===== src/rtl/sc_rx_pkg.sv =====
package sc_rx_pkg;

  // Ratio chosen by the two-bit select
  function automatic int unsigned pick_ratio(input logic [1:0] sel,
                                             input int unsigned r0, input int unsigned r1,
                                             input int unsigned r2, input int unsigned r3);
    case (sel)
      2'b00:   return r0;
      2'b01:   return r1;
      2'b10:   return r2;
      default: return r3;
    endcase
  endfunction

  // Phase count at which a bit is sampled: the (n/2)-th clock of the window
  function automatic int unsigned sample_at(input int unsigned n);
    return n / 2 - 1;
  endfunction

  function automatic int unsigned max4(input int unsigned a, input int unsigned b,
                                       input int unsigned c, input int unsigned d);
    int unsigned m;
    m = a;
    if (b > m) m = b;
    if (c > m) m = c;
    if (d > m) m = d;
    return m;
  endfunction

endpackage


===== src/rtl/sc_rx_sync.sv =====
module sc_rx_sync #(
  parameter int STAGES = 2
) (
  input  logic clk,
  input  logic rst_n,
  input  logic din,
  output logic line_o,
  output logic fall_o
);
  // STAGES synchroniser flops plus one history flop for edge detection
  logic [STAGES:0] pipe_q;

  always_ff @(posedge clk) begin
    if (!rst_n) pipe_q <= '1;
    else        pipe_q <= {pipe_q[STAGES-1:0], din};
  end

  assign line_o = pipe_q[STAGES-1];
  assign fall_o = pipe_q[STAGES] & ~pipe_q[STAGES-1];
endmodule


===== src/rtl/sc_rx_phase.sv =====
module sc_rx_phase #(
  parameter int PHW = 9
) (
  input  logic           clk,
  input  logic           rst_n,
  input  logic           restart,
  input  logic           run,
  input  logic [PHW-1:0] limit,
  output logic [PHW-1:0] phase_o,
  output logic           sample_o
);
  logic [PHW-1:0] cnt_q;
  logic [PHW-1:0] last_cnt;
  logic [PHW-1:0] mid_cnt;

  assign last_cnt = limit - 1'b1;
  assign mid_cnt  = PHW'(sc_rx_pkg::sample_at(32'(limit)));

  always_ff @(posedge clk) begin
    if (!rst_n)        cnt_q <= '0;
    else if (restart)  cnt_q <= '0;
    else if (run)      cnt_q <= (cnt_q == last_cnt) ? '0 : cnt_q + 1'b1;
  end

  assign phase_o  = cnt_q;
  assign sample_o = run && (cnt_q == mid_cnt);
endmodule


===== src/rtl/sc_rx_frame.sv =====
module sc_rx_frame #(
  parameter int DATA_W = 8,
  parameter int IDXW   = 4
) (
  input  logic              clk,
  input  logic              rst_n,
  input  logic              start,
  input  logic              sample,
  input  logic              line,
  output logic              busy_o,
  output logic [IDXW-1:0]   bit_idx_o,
  output logic [DATA_W-1:0] data_o,
  output logic              valid_o,
  output logic              perr_o,
  output logic              ferr_o
);
  localparam logic [IDXW-1:0] LAST_DATA = IDXW'(DATA_W);
  localparam logic [IDXW-1:0] PAR_IDX   = IDXW'(DATA_W + 1);

  logic              busy_q;
  logic [IDXW-1:0]   idx_q;
  logic [DATA_W-1:0] shift_q;
  logic              par_q;

  always_ff @(posedge clk) begin
    if (!rst_n) begin
      busy_q  <= 1'b0;
      idx_q   <= '0;
      shift_q <= '0;
      par_q   <= 1'b0;
      data_o  <= '0;
      valid_o <= 1'b0;
      perr_o  <= 1'b0;
      ferr_o  <= 1'b0;
    end else begin
      valid_o <= 1'b0;
      if (start) begin
        busy_q <= 1'b1;
        idx_q  <= '0;
      end else if (busy_q && sample) begin
        if (idx_q == '0) begin
          // start bit must still be low at mid-bit, otherwise a glitch
          if (line) busy_q <= 1'b0;
          else      idx_q  <= idx_q + 1'b1;
        end else if (idx_q <= LAST_DATA) begin
          shift_q <= {line, shift_q[DATA_W-1:1]};
          idx_q   <= idx_q + 1'b1;
        end else if (idx_q == PAR_IDX) begin
          par_q <= line;
          idx_q <= idx_q + 1'b1;
        end else begin
          valid_o <= 1'b1;
          data_o  <= shift_q;
          perr_o  <= (^shift_q) ^ par_q;
          ferr_o  <= ~line;
          busy_q  <= 1'b0;
        end
      end
    end
  end

  assign busy_o    = busy_q;
  assign bit_idx_o = idx_q;
endmodule


===== src/rtl/sc_rx_sampler.sv =====
module sc_rx_sampler #(
  parameter int DATA_W      = 8,
  parameter int SYNC_STAGES = 2,
  parameter int RATIO_0     = 32,
  parameter int RATIO_1     = 64,
  parameter int RATIO_2     = 372,
  parameter int RATIO_3     = 256
) (
  input  logic              clk,
  input  logic              rst_n,
  input  logic [1:0]        ratio_sel,
  input  logic              rx_en,
  input  logic              rx_line,
  output logic [DATA_W-1:0] rx_data,
  output logic              rx_valid,
  output logic              parity_err,
  output logic              frame_err
);
  localparam int PHW  = $clog2(sc_rx_pkg::max4(RATIO_0, RATIO_1, RATIO_2, RATIO_3));
  localparam int IDXW = $clog2(DATA_W + 3);

  // named internal events, observed by the checker
  logic           line_s;
  logic           fall_s;
  logic           busy;
  logic           start_ev;
  logic           samp_ev;
  logic [PHW-1:0] phase;
  logic [PHW-1:0] n_lat;
  logic [IDXW-1:0] bit_idx;

  sc_rx_sync #(.STAGES(SYNC_STAGES)) sync_i (
    .clk(clk), .rst_n(rst_n), .din(rx_line), .line_o(line_s), .fall_o(fall_s)
  );

  assign start_ev = !busy && rx_en && fall_s;

  // ratio is followed while idle and frozen for the whole frame
  always_ff @(posedge clk) begin
    if (!rst_n)     n_lat <= PHW'(RATIO_0);
    else if (!busy) n_lat <= PHW'(sc_rx_pkg::pick_ratio(ratio_sel, RATIO_0, RATIO_1,
                                                        RATIO_2, RATIO_3));
  end

  sc_rx_phase #(.PHW(PHW)) phase_i (
    .clk(clk), .rst_n(rst_n), .restart(start_ev), .run(busy), .limit(n_lat),
    .phase_o(phase), .sample_o(samp_ev)
  );

  sc_rx_frame #(.DATA_W(DATA_W), .IDXW(IDXW)) frame_i (
    .clk(clk), .rst_n(rst_n), .start(start_ev), .sample(samp_ev), .line(line_s),
    .busy_o(busy), .bit_idx_o(bit_idx), .data_o(rx_data), .valid_o(rx_valid),
    .perr_o(parity_err), .ferr_o(frame_err)
  );
endmodule


===== config.mk =====
export PLATFORM = sky130hd
export DESIGN_NAME = sc_rx_sampler
export DESIGN_NICKNAME = d
export VERILOG_FILES = /design/src/rtl/sc_rx_pkg.sv /design/src/rtl/sc_rx_sync.sv /design/src/rtl/sc_rx_phase.sv /design/src/rtl/sc_rx_frame.sv /design/src/rtl/sc_rx_sampler.sv
export SDC_FILE = /design/constraint.sdc
export NUM_CORES = 1
export LEC_CHECK = 0
export ABC_AREA = 1
export CELL_PAD_IN_SITES_DETAIL_PLACEMENT = 1
export CELL_PAD_IN_SITES_GLOBAL_PLACEMENT = 1
export CORE_MARGIN = 2
export CORE_UTILIZATION = 25
export CTS_BUF_LIST = sky130_fd_sc_hd__clkbuf_8
export CTS_CLUSTER_DIAMETER = 60
export DETAILED_ROUTE_END_ITERATION = 12
export PLACE_DENSITY = 0.53
export SLEW_MARGIN = 25
export SYNTH_ARGS = -nofsm -noshare
export SYNTH_HDL_FRONTEND = slang
export SYNTH_SLANG_ARGS = --single-unit

===== constraint.sdc =====
create_clock -name clk -period 4.1 [get_ports clk]
set_input_delay 0.41 -clock clk [delete_from_list [all_inputs] [get_ports clk]]
set_output_delay 0.41 -clock clk [all_outputs]
set_load 0.03 [all_outputs]

## Yosys cells after proc, flatten, opt, wreduce, memory -nomap -nowiden

Cells that the tools add are included.

- Output and inout port bits: 11
- Logic and storage cells: 64
- Bits of input ports: 6
- Register bits after elaboration: 46

- Add/subtract/negate cells: 4
- Reductions and logical operators: 17
- Order comparisons: 1
- Muxes and demuxes: 13
- Equality and inequality tests: 9
- Bitwise logic cells: 9

Operator list:

| operator | count |
|---|---|
| one-hot mux 9 bit (3 select lines) | 1 |
| equality test 9 bit | 2 |
| 2-to-1 mux 4 bit | 4 |
| AND reduction 5 bit | 2 |
| adder 9 x 1 -> 9 bit (second input constant) | 1 |
| 2-to-1 mux 9 bit | 1 |
| subtractor 8 x 1 -> 9 bit (second input constant) | 1 |
| subtractor 9 x 1 -> 9 bit (second input constant) | 1 |
| AND reduction 4 bit | 2 |
| parity 8 bit | 1 |
| 2-to-1 mux 1 bit | 7 |
| NOT 1 bit | 7 |
| != test 3 x 1 -> 1 bit (second input constant) | 2 |
| OR reduction 5 bit | 1 |
| adder 4 x 1 -> 4 bit (second input constant) | 1 |
| equality test 4 bit (second input constant) | 1 |
| <= comparator 4 bit (second input constant) | 1 |
| logical AND 1 bit | 4 |
| zero test 4 bit | 1 |
| != test 3 x 2 -> 1 bit (second input constant) | 1 |
| AND reduction 3 bit | 1 |
| nonzero test 3 bit | 1 |
| equality test 2 x 1 -> 1 bit (second input constant) | 1 |
| equality test 2 bit (second input constant) | 1 |
| 7 further kinds | 7 |

## Longest topological paths before layout

- Word-level depth: 6
- Depth in mapped cells: 13
- Depth with buffers taken out: 13

## Cells and area by module

Synthesis repeated with hierarchy kept, for this count alone.

- Cell total of the unflattened synthesis: 401
- Area, all modules: 2593.7 um2

Modules (own cells, without submodules):

| module | cells an instance | area each (um2) | seq. area each (um2) | instances |
|---|---|---|---|---|
| sc_rx_frame | 164 | 1168.6 | 500.5 | 1 |
| sc_rx_phase | 197 | 1126.1 | 180.2 | 1 |
| sc_rx_sampler | 29 | 209.0 | 80.1 | 1 |
| sc_rx_sync | 11 | 90.1 | 60.1 | 1 |

## Worst setup path after synthesis

OpenSTA, ideal clock, no wires.

- Path kind: register -> register
- From: register n_lat[4]
- To: register frame_i.data_o[0]
- Library setup time: 112 ps
- Cell stages (with the launch flop): 13
- Buffers on the path: 1
- Slack: 2237 ps
- Data required time: 3988 ps
- Arrival time: 1751 ps
- Period minus slack after synthesis: 1863 ps
- Cell sequence: dfxtp_1 > inv_2 > ha_1 > inv_1 > a21oi_1 > nand2_1 > nor2_2 > nand2_4 > nor2_8 > buf_4 > nand3_1 > nand2_1 > nor2_1

- Cells in the longest elaborated chain, start to end: 5

RTL lines:

| what | RTL line | RTL |
|---|---|---|
| start: declaration | sc_rx_sampler.sv:29 | `logic [PHW-1:0] n_lat;` |
| start signal: assignment | sc_rx_sampler.sv:40 | `if (!rst_n) n_lat <= PHW'(RATIO_0);` |
| start signal: assignment | sc_rx_sampler.sv:41 | `else if (!busy) n_lat <= PHW'(sc_rx_pkg::pick_ratio(ratio_sel, RATIO_0, RATIO_1,` |
| subtractor 8 x 1 -> 9 bit | sc_rx_pkg.sv:17 | `return n / 2 - 1;` |
| equality test 9 bit | sc_rx_phase.sv:26 | `assign sample_o = run && (cnt_q == mid_cnt);` |
| logical AND 1 bit | sc_rx_phase.sv:26 |  |
| logical AND 1 bit | sc_rx_frame.sv:40 | `end else if (busy_q && sample) begin` |
| AND reduction 5 bit (no line) | -- |  |
| end signal: assignment | sc_rx_frame.sv:53 | `data_o <= shift_q;` |
| end: declaration | sc_rx_frame.sv:12 | `output logic [DATA_W-1:0] data_o,` |

Every way passes these cells.
A chain may end at the register's enable or synchronous reset.

## Final worst setup path

- From: register frame_i.idx_q[0], in the netlist frame_i.bit_idx_o[0]
- To: register frame_i.idx_q[0], in the netlist frame_i.bit_idx_o[0]

- Cells in the longest elaborated chain, start to end: 4
- Elaborated cells on any way between the ends: 11
- Classes of those cells: add/sub: 1; order compare: 1; eq/ne: 2; mux: 4; reduce/logical: 3

RTL lines:

| what | RTL line | RTL |
|---|---|---|
| start: declaration | sc_rx_frame.sv:21 | `logic [IDXW-1:0] idx_q;` |
| start signal: assignment | sc_rx_frame.sv:44 | `else idx_q <= idx_q + 1'b1;` |
| start signal: assignment | sc_rx_frame.sv:47 | `idx_q <= idx_q + 1'b1;` |
| start signal: assignment | sc_rx_frame.sv:50 | `idx_q <= idx_q + 1'b1;` |
| adder 4 x 1 -> 4 bit | sc_rx_frame.sv:44, sc_rx_frame.sv:47, sc_rx_frame.sv:50 |  |
| 2-to-1 mux 4 bit | sc_rx_frame.sv:48 | `end else if (idx_q == PAR_IDX) begin` |
| 2-to-1 mux 4 bit | sc_rx_frame.sv:45 | `end else if (idx_q <= LAST_DATA) begin` |
| 2-to-1 mux 4 bit | sc_rx_frame.sv:41 | `if (idx_q == '0) begin` |

Parallel ways exist; a longest one is shown, timed or not. The select of a mux whose other input is x is not followed.

==> out/qor.txt <==
Final setup violation count: 0
Die height: 99.57 um
Nets@finish: 369
Initial DRC count: 59
Detailed-route DRC error count: 0
Port Buffers: 16
WL final: 5834 um
Share of the synthesized area in the top cell type: 0.3595
Avg Inst Size Synth: 6.776 um^2
Reg clk slew, reported paths: 0.09 ns
Count leader, synth: nand2_1
Post-CTS Resized: 0
Setup Buffers After CTS: 0
Delay-heaviest family, CP: compound AO/OA/AOI/OAI gates
Final hold vios: 0
Synth-to-Final Area Change: 16.49%
TritonCTS clock tree: yes
Layout cell share with drive strength beyond 1: 0.06197
EDFF count, synth: 0
Grt total ovfl: 0
H-tree depth: 2
Full die area: 9914 um^2
Setup Crit Path Kind: reg2reg
Lkg Pwr: 0.001101 uW
Synthesized instance count: 337
Io pins: 17
Via count: 2097
Worst path required time: 4.34 ns
CTS Buffer Depth: 2
Cell mode on critical path: nand2_1
Slowest stage delay, CP: 0.69 ns
Pre-antenna DRT Iters: 4
Placed Instances: 455
N_diodes: 0
Slowest cell on crit path: a21oi_1
Vias in the first global route: 2147
Post-synth net total: 352
Highest clock rate: 423.4 MHz
Cell Chain, Critical Path: inv_1, ha_1, nand2_1, nand2_1, a21oi_1, nor2_1, nand4_1, nand2_1, a21oi_1
Pwr per Cell Area: 312.8 nW/um^2
Largest net degree at the start of global routing: 25
Worst hold path type: reg2reg
Clk_lat worst skew: 0.30 ns
Final period utilization: 0.5760
RSZ-0062 raised after global routing: false
Register bit count reported by yosys: 41
Yosys cell types: 29
Tot GR Track Use: 0.1282
Starting density of the core: 0.2593
CTS sink cnt: 41
Minimum clock period: 2.362 ns
Max transition margin: 0.4151
Global-route wire length before repair: 10230 um
Largest cells by area after synthesis: dfxtp_1 36%, nand2_1 13%, nor2_1 10%
Final Slew Violations: 0
Fin cells: 463
Vias/cell: 4.529
CTS buffer count: 5
Initial antenna violation count: 0
Setup TNS: 0 ns
Detailed placement HPWL: 4615 um
CP startpoint kind: flip-flop
R2r setup slk: 1.74 ns
Layout Skew: 0.01119 ns
Async SR Flop Fraction: 0
Worst-Margin Slew: 0.8774 ns
Status: complete, no violations
Synthesized area: 2283 um^2
Fillcell total: 1098
Die Wd: 99.57 um
Ys Warns: 0
Peak VDD IR: 168.8 uV
Crit path arrival time: 2.60 ns
Gp weighted congestion: 0.7717
Wire per inst: 12.60 um
WP buf/inv: 1
CP Max Fanout: 11
Most area-hungry cell type in the Yosys netlist: dfxtp_1
Row count: 34
Register area share after synthesis: 0.3595
Root buffer cell: clkbuf_8
Hold buffers post-CTS: 0
CORE AREA: 8806 um^2
Max-capacitance violation count: 0
Crit end category: flip-flop
Ys flop type: dfxtp_1
Post-synth top cells: 78 x nand2_1, 63 x nor2_1, 41 x dfxtp_1, 41 x nand3_1, 39 x inv_1
Routed Antenna Nets: 0
[worst reg2reg max path: stages, from the launching register on]
cell and delay, ns:
dfxtp_1 0.40, inv_1 0.09, ha_1 0.24, nand2_1 0.07, nand2_1 0.09, a21oi_1 0.69, nor2_1 0.26, nand4_1 0.25
nand2_1 0.08, a21oi_1 0.12
[worst paths after layout]
path,from,cells after the start,endpoint
max,frame_i.bit_idx_o[0],9,frame_i.bit_idx_o[0]
min,sync_i.pipe_q[0],1,sync_i.pipe_q[1]
max reg2reg,frame_i.bit_idx_o[0],9,frame_i.bit_idx_o[0]
min reg2reg,sync_i.pipe_q[0],1,sync_i.pipe_q[1]
[sequential cells by signal (all words and copies together) (netlist names), 3 cells and up]
register	count
n_lat	4
frame_i.data_o	8
sync_i.pipe_q	3
phase_i.phase_o	9
frame_i.shift_q	8
frame_i.bit_idx_o	4
[per-stage QoR]
stage                     hold WS (ns)  instance area, um^2  total power [uW]  utilization  setup WS [ns]
after global routing            0.4312                 2660             872.9       0.3021          1.431
after global placement          0.4035                 2545             496.5       0.2890          1.590
after CTS                       0.4269                 2660             847.2       0.3021          1.695
after floorplan                 0.3925                 2283             473.5            -          2.237
after detailed placement        0.4067                 2545             495.8       0.2890          1.608
final                           0.4188                 2660             832.1       0.3021          1.738
[report_power, final]
group / total (uW) / switching, uW / internal [uW]
sequential: 410 / 7.15 / 403
combinational: 74.5 / 48.2 / 26.3
clock: 347 / 165 / 183
total: 832 / 220 / 612
[cell type report]
| class | count | area (um^2) | share of cell area |
|---|---|---|---|
| Multi-Input combinational cell | 249 | 1274 | 0.4788 |
| Clock inverter | 3 | 46.29 | 0.01740 |
| Inverter | 41 | 155.1 | 0.05833 |
| Timing Repair Buffer | 16 | 160.2 | 0.06021 |
| Sequential cell | 41 | 820.8 | 0.3086 |
| Clock buffer | 5 | 68.82 | 0.02587 |
| Tap cell | 108 | 135.1 | 0.05080 |
[cells by family (layout without fill, tap and decap cells)]
family                     after synthesis  after routing  share of synthesized area
AOI/OAI and AO/OA                       20             20                    0.04493
buffers and inverters                   47             65                    0.08273
DFF                                     41             41                     0.3595
xor gates and xnor gates                15             15                    0.05753
and+or+nand+nor                        205            205                     0.4060
adders and majority gates                9              9                    0.04932
[cell usage in the layout, fill, tap and decap left out]
cell,instances
xnor2_1,4
nand2_2,2
nand3b_1,1
a21oi_1,13
a211oi_1,1
nand4_1,6
dfxtp_1,41
clkinv_4,1
nor3_1,4
nor3b_4,1
nand2_1,78
clkdlybuf4s50_1,16
ha_1,9
inv_1,39
nor2_2,2
o21ai_1,1
clkinvlp_4,1
clkinv_2,1
nor2_4,2
nor2_1,63
xor2_1,11
or2_2,2
inv_2,1
o21ai_0,5
nand2_4,1
nand3_4,1
bufinv_16,1
nand3_1,41
nor2_8,1
clkbuf_8,5
[metal layers]
metal  share of wire  GRT usage  wire (um)
met1            0.53     0.1779       3084
met2            0.44     0.2048       2557
met3           0.025    0.02319        147
met4          0.0077    0.03477         45
met5               0          0          0
(Power assumes the default switching activity.)
